===== src/rtl/hwstk_pkg.sv =====
package hwstk_pkg;

    localparam int CTRL_W      = 16;

    localparam int PC_DEPTH    = 33;
    localparam int PC_LOW      = 3;
    localparam int PC_HIGH     = 28;
    localparam int PC_EN_BIT   = 10;

    localparam int LOOP_DEPTH  = 8;
    localparam int LOOP_LOW    = 1;
    localparam int LOOP_HIGH   = 6;
    localparam int LOOP_EN_BIT = 11;

    localparam int STAT_DEPTH  = 16;

    typedef enum logic [1:0] {
        STK_IDLE = 2'd0,
        STK_PUSH = 2'd1,
        STK_POP  = 2'd2,
        STK_SWAP = 2'd3
    } stk_op_e;

    typedef struct packed {
        logic wr_en;
        logic wr_top;
        logic inc;
        logic dec;
        logic ovf_hit;
        logic unf_hit;
    } stk_ctl_t;

    function automatic stk_op_e decode_op(input logic push, input logic pop);
        return stk_op_e'({pop, push});
    endfunction

    function automatic stk_ctl_t plan_op(input stk_op_e op, input logic is_full,
                                         input logic is_empty);
        stk_ctl_t c;
        c = '0;
        unique case (op)
            STK_PUSH: begin
                c.wr_en   = !is_full;
                c.inc     = !is_full;
                c.ovf_hit = is_full;
            end
            STK_POP: begin
                c.dec     = !is_empty;
                c.unf_hit = is_empty;
            end
            STK_SWAP: begin
                c.wr_en   = !is_empty;
                c.wr_top  = !is_empty;
                c.unf_hit = is_empty;
            end
            default: c = '0;
        endcase
        return c;
    endfunction

endpackage


===== src/rtl/hwstk_regs.sv =====
module hwstk_regs #(
    parameter int DEPTH = 33,
    parameter int WIDTH = 24,
    localparam int AW   = $clog2(DEPTH)
) (
    input  logic             clk,
    input  logic             rst,
    input  logic             we,
    input  logic [AW-1:0]    waddr,
    input  logic [WIDTH-1:0] wdata,
    input  logic [AW-1:0]    raddr,
    output logic [WIDTH-1:0] rdata
);

    logic [WIDTH-1:0] slot [DEPTH];

    for (genvar i = 0; i < DEPTH; i++) begin : g_slot
        always_ff @(posedge clk) begin
            if (rst)
                slot[i] <= '0;
            else if (we && (waddr == AW'(i)))
                slot[i] <= wdata;
        end
    end

    always_comb begin
        rdata = '0;
        for (int k = 0; k < DEPTH; k++)
            if (raddr == AW'(k))
                rdata = slot[k];
    end

endmodule


===== src/rtl/hwstk_fill.sv =====
module hwstk_fill
    import hwstk_pkg::*;
#(
    parameter int DEPTH = 33,
    localparam int CW   = $clog2(DEPTH + 1)
) (
    input  logic          clk,
    input  logic          rst,
    input  logic          push,
    input  logic          pop,
    output logic [CW-1:0] fill,
    output logic          full,
    output logic          empty,
    output logic          overflow,
    output logic          underflow,
    output logic          wr_en,
    output logic          wr_top
);

    stk_op_e  op;
    stk_ctl_t ctl;

    assign full  = (fill == CW'(DEPTH));
    assign empty = (fill == '0);

    always_comb begin
        op  = decode_op(push, pop);
        ctl = plan_op(op, full, empty);
    end

    assign wr_en  = ctl.wr_en;
    assign wr_top = ctl.wr_top;

    always_ff @(posedge clk) begin
        if (rst) begin
            fill      <= '0;
            overflow  <= 1'b0;
            underflow <= 1'b0;
        end else begin
            if (ctl.inc)
                fill <= fill + CW'(1);
            else if (ctl.dec)
                fill <= fill - CW'(1);
            if (ctl.ovf_hit)
                overflow <= 1'b1;
            if (ctl.unf_hit)
                underflow <= 1'b1;
        end
    end

    assert_fill_bound_R11: assert property (@(posedge clk) disable iff (rst)
        fill <= CW'(DEPTH));

    assert_no_overflow_R4: assert property (@(posedge clk) disable iff (rst)
        (full && push && !pop) |=> (fill == CW'(DEPTH)) && overflow);

    assert_ovf_sticky_R4: assert property (@(posedge clk) disable iff (rst)
        overflow |=> overflow);

    assert_underflow_R5: assert property (@(posedge clk) disable iff (rst)
        (empty && pop) |=> (fill == '0) && underflow);

    assert_unf_sticky_R5: assert property (@(posedge clk) disable iff (rst)
        underflow |=> underflow);

endmodule


===== src/rtl/hwstk_irq.sv =====
module hwstk_irq
    import hwstk_pkg::*;
#(
    parameter int DEPTH     = 33,
    parameter int LOW_MARK  = 3,
    parameter int HIGH_MARK = 28,
    parameter int EN_BIT    = 10,
    localparam int CW       = $clog2(DEPTH + 1)
) (
    input  logic              clk,
    input  logic              rst,
    input  logic [CW-1:0]     fill,
    input  logic [CTRL_W-1:0] ctrl_word,
    output logic              level_irq
);

    logic below, above;

    assign below     = (fill < CW'(LOW_MARK));
    assign above     = (fill > CW'(HIGH_MARK));
    assign level_irq = ctrl_word[EN_BIT] && (below || above);

    assert_irq_gate_R10: assert property (@(posedge clk) disable iff (rst)
        !ctrl_word[EN_BIT] |-> !level_irq);

    assert_irq_mid_R10: assert property (@(posedge clk) disable iff (rst)
        ((fill >= CW'(LOW_MARK)) && (fill <= CW'(HIGH_MARK))) |-> !level_irq);

    assert_irq_edges_R8: assert property (@(posedge clk) disable iff (rst)
        (ctrl_word[EN_BIT] && (fill == '0)) |-> level_irq);

endmodule


===== src/rtl/hwstk_top.sv =====
module hwstk_top
    import hwstk_pkg::*;
#(
    parameter int DEPTH     = PC_DEPTH,
    parameter int WIDTH     = 24,
    parameter int LOW_MARK  = PC_LOW,
    parameter int HIGH_MARK = PC_HIGH,
    parameter int EN_BIT    = PC_EN_BIT,
    localparam int CW       = $clog2(DEPTH + 1),
    localparam int AW       = $clog2(DEPTH)
) (
    input  logic              clk,
    input  logic              rst,
    input  logic              push,
    input  logic              pop,
    input  logic [WIDTH-1:0]  push_data,
    input  logic [CTRL_W-1:0] ctrl_word,
    output logic [WIDTH-1:0]  top_data,
    output logic [CW-1:0]     fill,
    output logic              empty,
    output logic              full,
    output logic              level_irq,
    output logic              overflow,
    output logic              underflow
);

    logic             wr_en, wr_top;
    logic [CW-1:0]    top_cnt;
    logic [AW-1:0]    top_idx, waddr;
    logic [WIDTH-1:0] rdata;

    hwstk_fill #(.DEPTH(DEPTH)) u_fill (
        .clk(clk), .rst(rst), .push(push), .pop(pop),
        .fill(fill), .full(full), .empty(empty),
        .overflow(overflow), .underflow(underflow),
        .wr_en(wr_en), .wr_top(wr_top)
    );

    assign top_cnt = empty ? '0 : (fill - CW'(1));
    assign top_idx = AW'(top_cnt);
    assign waddr   = wr_top ? top_idx : AW'(fill);

    hwstk_regs #(.DEPTH(DEPTH), .WIDTH(WIDTH)) u_regs (
        .clk(clk), .rst(rst), .we(wr_en), .waddr(waddr),
        .wdata(push_data), .raddr(top_idx), .rdata(rdata)
    );

    assign top_data = empty ? '0 : rdata;

    hwstk_irq #(
        .DEPTH(DEPTH), .LOW_MARK(LOW_MARK), .HIGH_MARK(HIGH_MARK), .EN_BIT(EN_BIT)
    ) u_irq (
        .clk(clk), .rst(rst), .fill(fill), .ctrl_word(ctrl_word), .level_irq(level_irq)
    );

    assert_push_R2: assert property (@(posedge clk) disable iff (rst)
        (push && !pop && !full) |=>
            (fill == $past(fill) + CW'(1)) && (top_data == $past(push_data)));

    assert_swap_R6: assert property (@(posedge clk) disable iff (rst)
        (push && pop && !empty) |=>
            (fill == $past(fill)) && (top_data == $past(push_data)));

    assert_empty_zero_R5: assert property (@(posedge clk) disable iff (rst)
        empty |-> (top_data == '0));

    assert_full_flag_R11: assert property (@(posedge clk) disable iff (rst)
        full |-> !empty && (fill != '0));

endmodule


===== config.mk =====
export PLATFORM = sky130hd
export DESIGN_NAME = hwstk_top
export DESIGN_NICKNAME = d
export VERILOG_FILES = /design/src/rtl/hwstk_pkg.sv /design/src/rtl/hwstk_regs.sv /design/src/rtl/hwstk_fill.sv /design/src/rtl/hwstk_irq.sv /design/src/rtl/hwstk_top.sv
export SDC_FILE = /design/constraint.sdc
export NUM_CORES = 1
export LEC_CHECK = 0
export BUFFER_PORTS_ARGS = -buffer_cell sky130_fd_sc_hd__buf_2
export CELL_PAD_IN_SITES_DETAIL_PLACEMENT = 1
export CELL_PAD_IN_SITES_GLOBAL_PLACEMENT = 1
export CORE_ASPECT_RATIO = 1.1
export CORE_MARGIN = 5
export CORE_UTILIZATION = 52
export DETAILED_ROUTE_END_ITERATION = 12
export PLACE_DENSITY = 0.77
export SLEW_MARGIN = 40
export SYNTH_ARGS = -nofsm -noshare
export SYNTH_HDL_FRONTEND = slang
export SYNTH_SLANG_ARGS = --single-unit
export TNS_END_PERCENT = 20

===== constraint.sdc =====
create_clock -name clk -period 5.7 [get_ports clk]
set_clock_uncertainty 0.1 [all_clocks]
set_input_delay 0.855 -clock clk [delete_from_list [all_inputs] [get_ports clk]]
set_output_delay 0.855 -clock clk [all_outputs]
set_load 0.02 [all_outputs]

==> metrics.md <==
| Metric | Value |
|---|---|
| Status | finished with violations |
| Failing checks | setup timing |
| Worst Path Buf+Inv | 2 |
| Critical path's top delay family | simple AND/OR/NAND/NOR gates |
| Post-synth EDFFs | 792 |
| Worst-path fanout max | 26 |
| Via density | 6.91 |
| Hold WC Path Type | flip-flop to flip-flop |
| Commonest non-fill, non-tap cell in the layout | and2_1 |
| Antenna violations before repair | 17 |
| CTS Buffer Depth | 3 |
| Non-Filler Instances | 4382 |
| Layout cells sized above 1 | 0.174 |
| Peak VDD IR | 294 uV |
| Arrival time of the worst setup path | 4.82 ns |
| Final Cell Area | 0.0442 sq mm |
| Period Utilization, post-route | 1.01 |
| Pwr Density | 393 mW/mm^2 |
| CTS Root Cell | clkbuf_16 |
| Syn Area/Cell | 11.9 sq um |
| Sequential area share after synthesis | 0.625 |
| Crit Reg-Reg Startpoint | u_fill.fill[0] |
| Hold_sp | u_fill.overflow |
| Total number of vias | 30300 |
| Worst setup EP type | output port |
| Die Y | 295 um |
| Area delta synth->final | 15.3% |
| Slew Limit Fails | 0 |
| Synthesized area | 0.0383 sq mm |
| Number of synthesized register bits | 800 |
| Mapped Nets | 3271 |
| Vias in the first global route | 30300 |
| Remaining DRCs | 0 |
| Max Cap Viol | 0 |
| Leakage | 16.3 nW |
| Worst-Skew Late Latency | 0.64 ns |
| Final setup violating endpoints | 2 |
| Setup CP Type | flip-flop to output port |
| Unrepaired setup endpoints after global routing | yes |
| CP Cell Sequence | buf_4 > or4_1 > o22a_1 > nor4_4 > nand2_1 > a31oi_1 > nand4b_1 > nor4_4 > a211o_1 > a31oi_1 > buf_2 |
| Final core occ | 0.604 |
| Placed cell count | 4206 |
| Startpoint Class | flip-flop |
| Critical Path Max Stage Delay | 0.58 ns |
| Ys async rst share | 0 |
| Worst Hold Depth | 2 |
| CTS Buf Count | 86 |
| Initial DRC Count | 4382 |
| WP data required | 4.74 ns |
| Std-Cell Rows | 104 |
| GR Overflow Total | 0 |
| YS warnings | 0 |
| Synth cell types | 96 |
| DP Area | 0.0408 sq mm |
| Routability-driven placement congestion ratio | 1.01 |
| Die ar. | 0.0792 sq mm |
| Final WL | 161 mm |
| Chip width | 269 um |
| Worst R2R Path Depth | 13 |
| Dpl hpwl | 105 mm |
| Routed wire length per instance | 36.7 um |
| Max transition margin | 0.355 |
| Most frequent cells in the layout | and2_1 (798), edfxtp_1 (792), buf_4 (261), nand2_1 (161), nor2_1 (160) |
| Total GRT Usage | 0.399 |
| Actual slew at the worst max-slew pin | 0.957 ns |
| Clk pin slew, worst setup/hold paths | 0.06 ns |
| First-pass GRT wire length | 225 mm |
| Crit path time final | 5.78 ns |
| CP max-delay cell | or4_1 |
| Max Fclk | 173 MHz |
| First-pass iteration count of the detailed router | 6 |
| Layout Nets | 3404 |
| Worst path depth | 11 |
| CTS tree | yes |
| Critical path origin | u_fill.fill[0] |
| FILL cells | 7277 |
| Core outline area | 0.0731 sq mm |
| Post-route ant nets | 0 |
| Setup slack after layout | -0.0772 ns |
| # port buffers | 63 |
| Maximum number of pins on one net before global-route repair | 46 |
| H-tree levels | 3 |
| Final Power | 17.4 mW |
| Post-synth top flop | edfxtp_1 |
| Top-level I/O count | 79 |
| Post-Synthesis Cells | 3221 |
| Initial Util | 0.524 |
| Hold Violations, Final | 0 |
| # clock sinks | 800 |
## logic make-up (layout without fill, tap and decap cells)
kind of cell | after synthesis | in the layout | share of synthesized area
XOR/XNOR | 7 | 7 | 0.00160
other | 0 | 4 | 0
adder cells (fa/ha/maj) | 6 | 6 | 0.00196
AND/OR/NAND/NOR | 1355 | 1355 | 0.200
buffers and inverters | 284 | 487 | 0.0293
AO/OA/AOI/OAI | 766 | 766 | 0.141
flip-flops | 800 | 800 | 0.625
multiplexers | 3 | 3 | 0.000784
## worst paths after layout
kind	to	slack, ns
setup / recovery	top_data[16]	-0.08
hold / removal	u_fill.overflow	0.39
setup reg to reg	u_regs.slot[31][14]	1.49
hold reg to reg	u_fill.overflow	0.39
## where the power goes
part	internal [mW]	switching, mW
Sequential	6.79	0.117
Clock	3.22	2.46
Combinational	1.33	3.44
## state kept, by name (all words and copies together), names as in the netlist
name / flops
u_fill.overflow: 1
u_regs.slot: 792
u_fill.underflow: 1
u_fill.fill: 6
## synth_stat cells (33+ instances only)
master,number,area share
nor3_1,43,0.0056
clkbuf_1,224,0.022
o21ai_0,110,0.014
o22ai_1,51,0.0083
a211oi_1,33,0.0065
nor2_1,168,0.016
a22oi_1,37,0.0073
a21oi_1,147,0.019
edfxtp_1,792,0.62
and2_1,800,0.13
o221ai_1,48,0.011
nand2_1,167,0.016
nand3_1,57,0.0074
a221oi_1,71,0.016
## stage by stage
stage,TNS [ns],hold slack (ns),worst slack (ns)
2_1_floorplan,0,0.470,0.468
3_3_place_gp,-0.346,0.349,-0.346
3_5_place_dp,0,0.389,0.0392
4_1_cts,-0.0707,0.403,-0.0512
5_1_grt,-0.0325,0.446,-0.0236
6_report,-0.0954,0.395,-0.0772
## worst reg2reg max path, stage by stage, from the launching register on
cell,delay [ns]
dfxtp_1,0.37
inv_4,0.09
ha_4,0.19
nor2b_1,0.17
nand2_1,0.14
buf_4,0.30
nand3_1,0.34
nor3_1,0.28
xnor2_1,0.24
nand2b_2,0.45
or2_1,0.62
nor2_1,0.21
buf_4,0.35
and2_1,0.20
## layout make-up
class / instances / area [sq um] / share of cell area
clock buffers: 102 / 2230 / 0.0506
repair buffers: 313 / 2310 / 0.0524
inverters: 16 / 62.6 / 0.00142
flip-flops and latches: 800 / 23900 / 0.542
clock inverters: 56 / 562 / 0.0127
diodes: 4 / 10.0 / 0.000227
well taps: 954 / 1190 / 0.0270
multi-input cells: 2137 / 13900 / 0.314
## per-layer routing
metal,global-route usage,routed length (um)
met1,0.526,58900
met2,0.614,72400
met3,0.0756,17000
met4,0.244,12300
met5,0,40
## repair_timing
item                                    in CTS  in global routing
hold buffers                                 0                  0
gates resized for setup                     56                 46
endpoints found under the setup margin      24                 24
pin swaps                                   10                 10
buffers inserted                             7                  5
No activity file was read; power rests on OpenSTA's default activity.
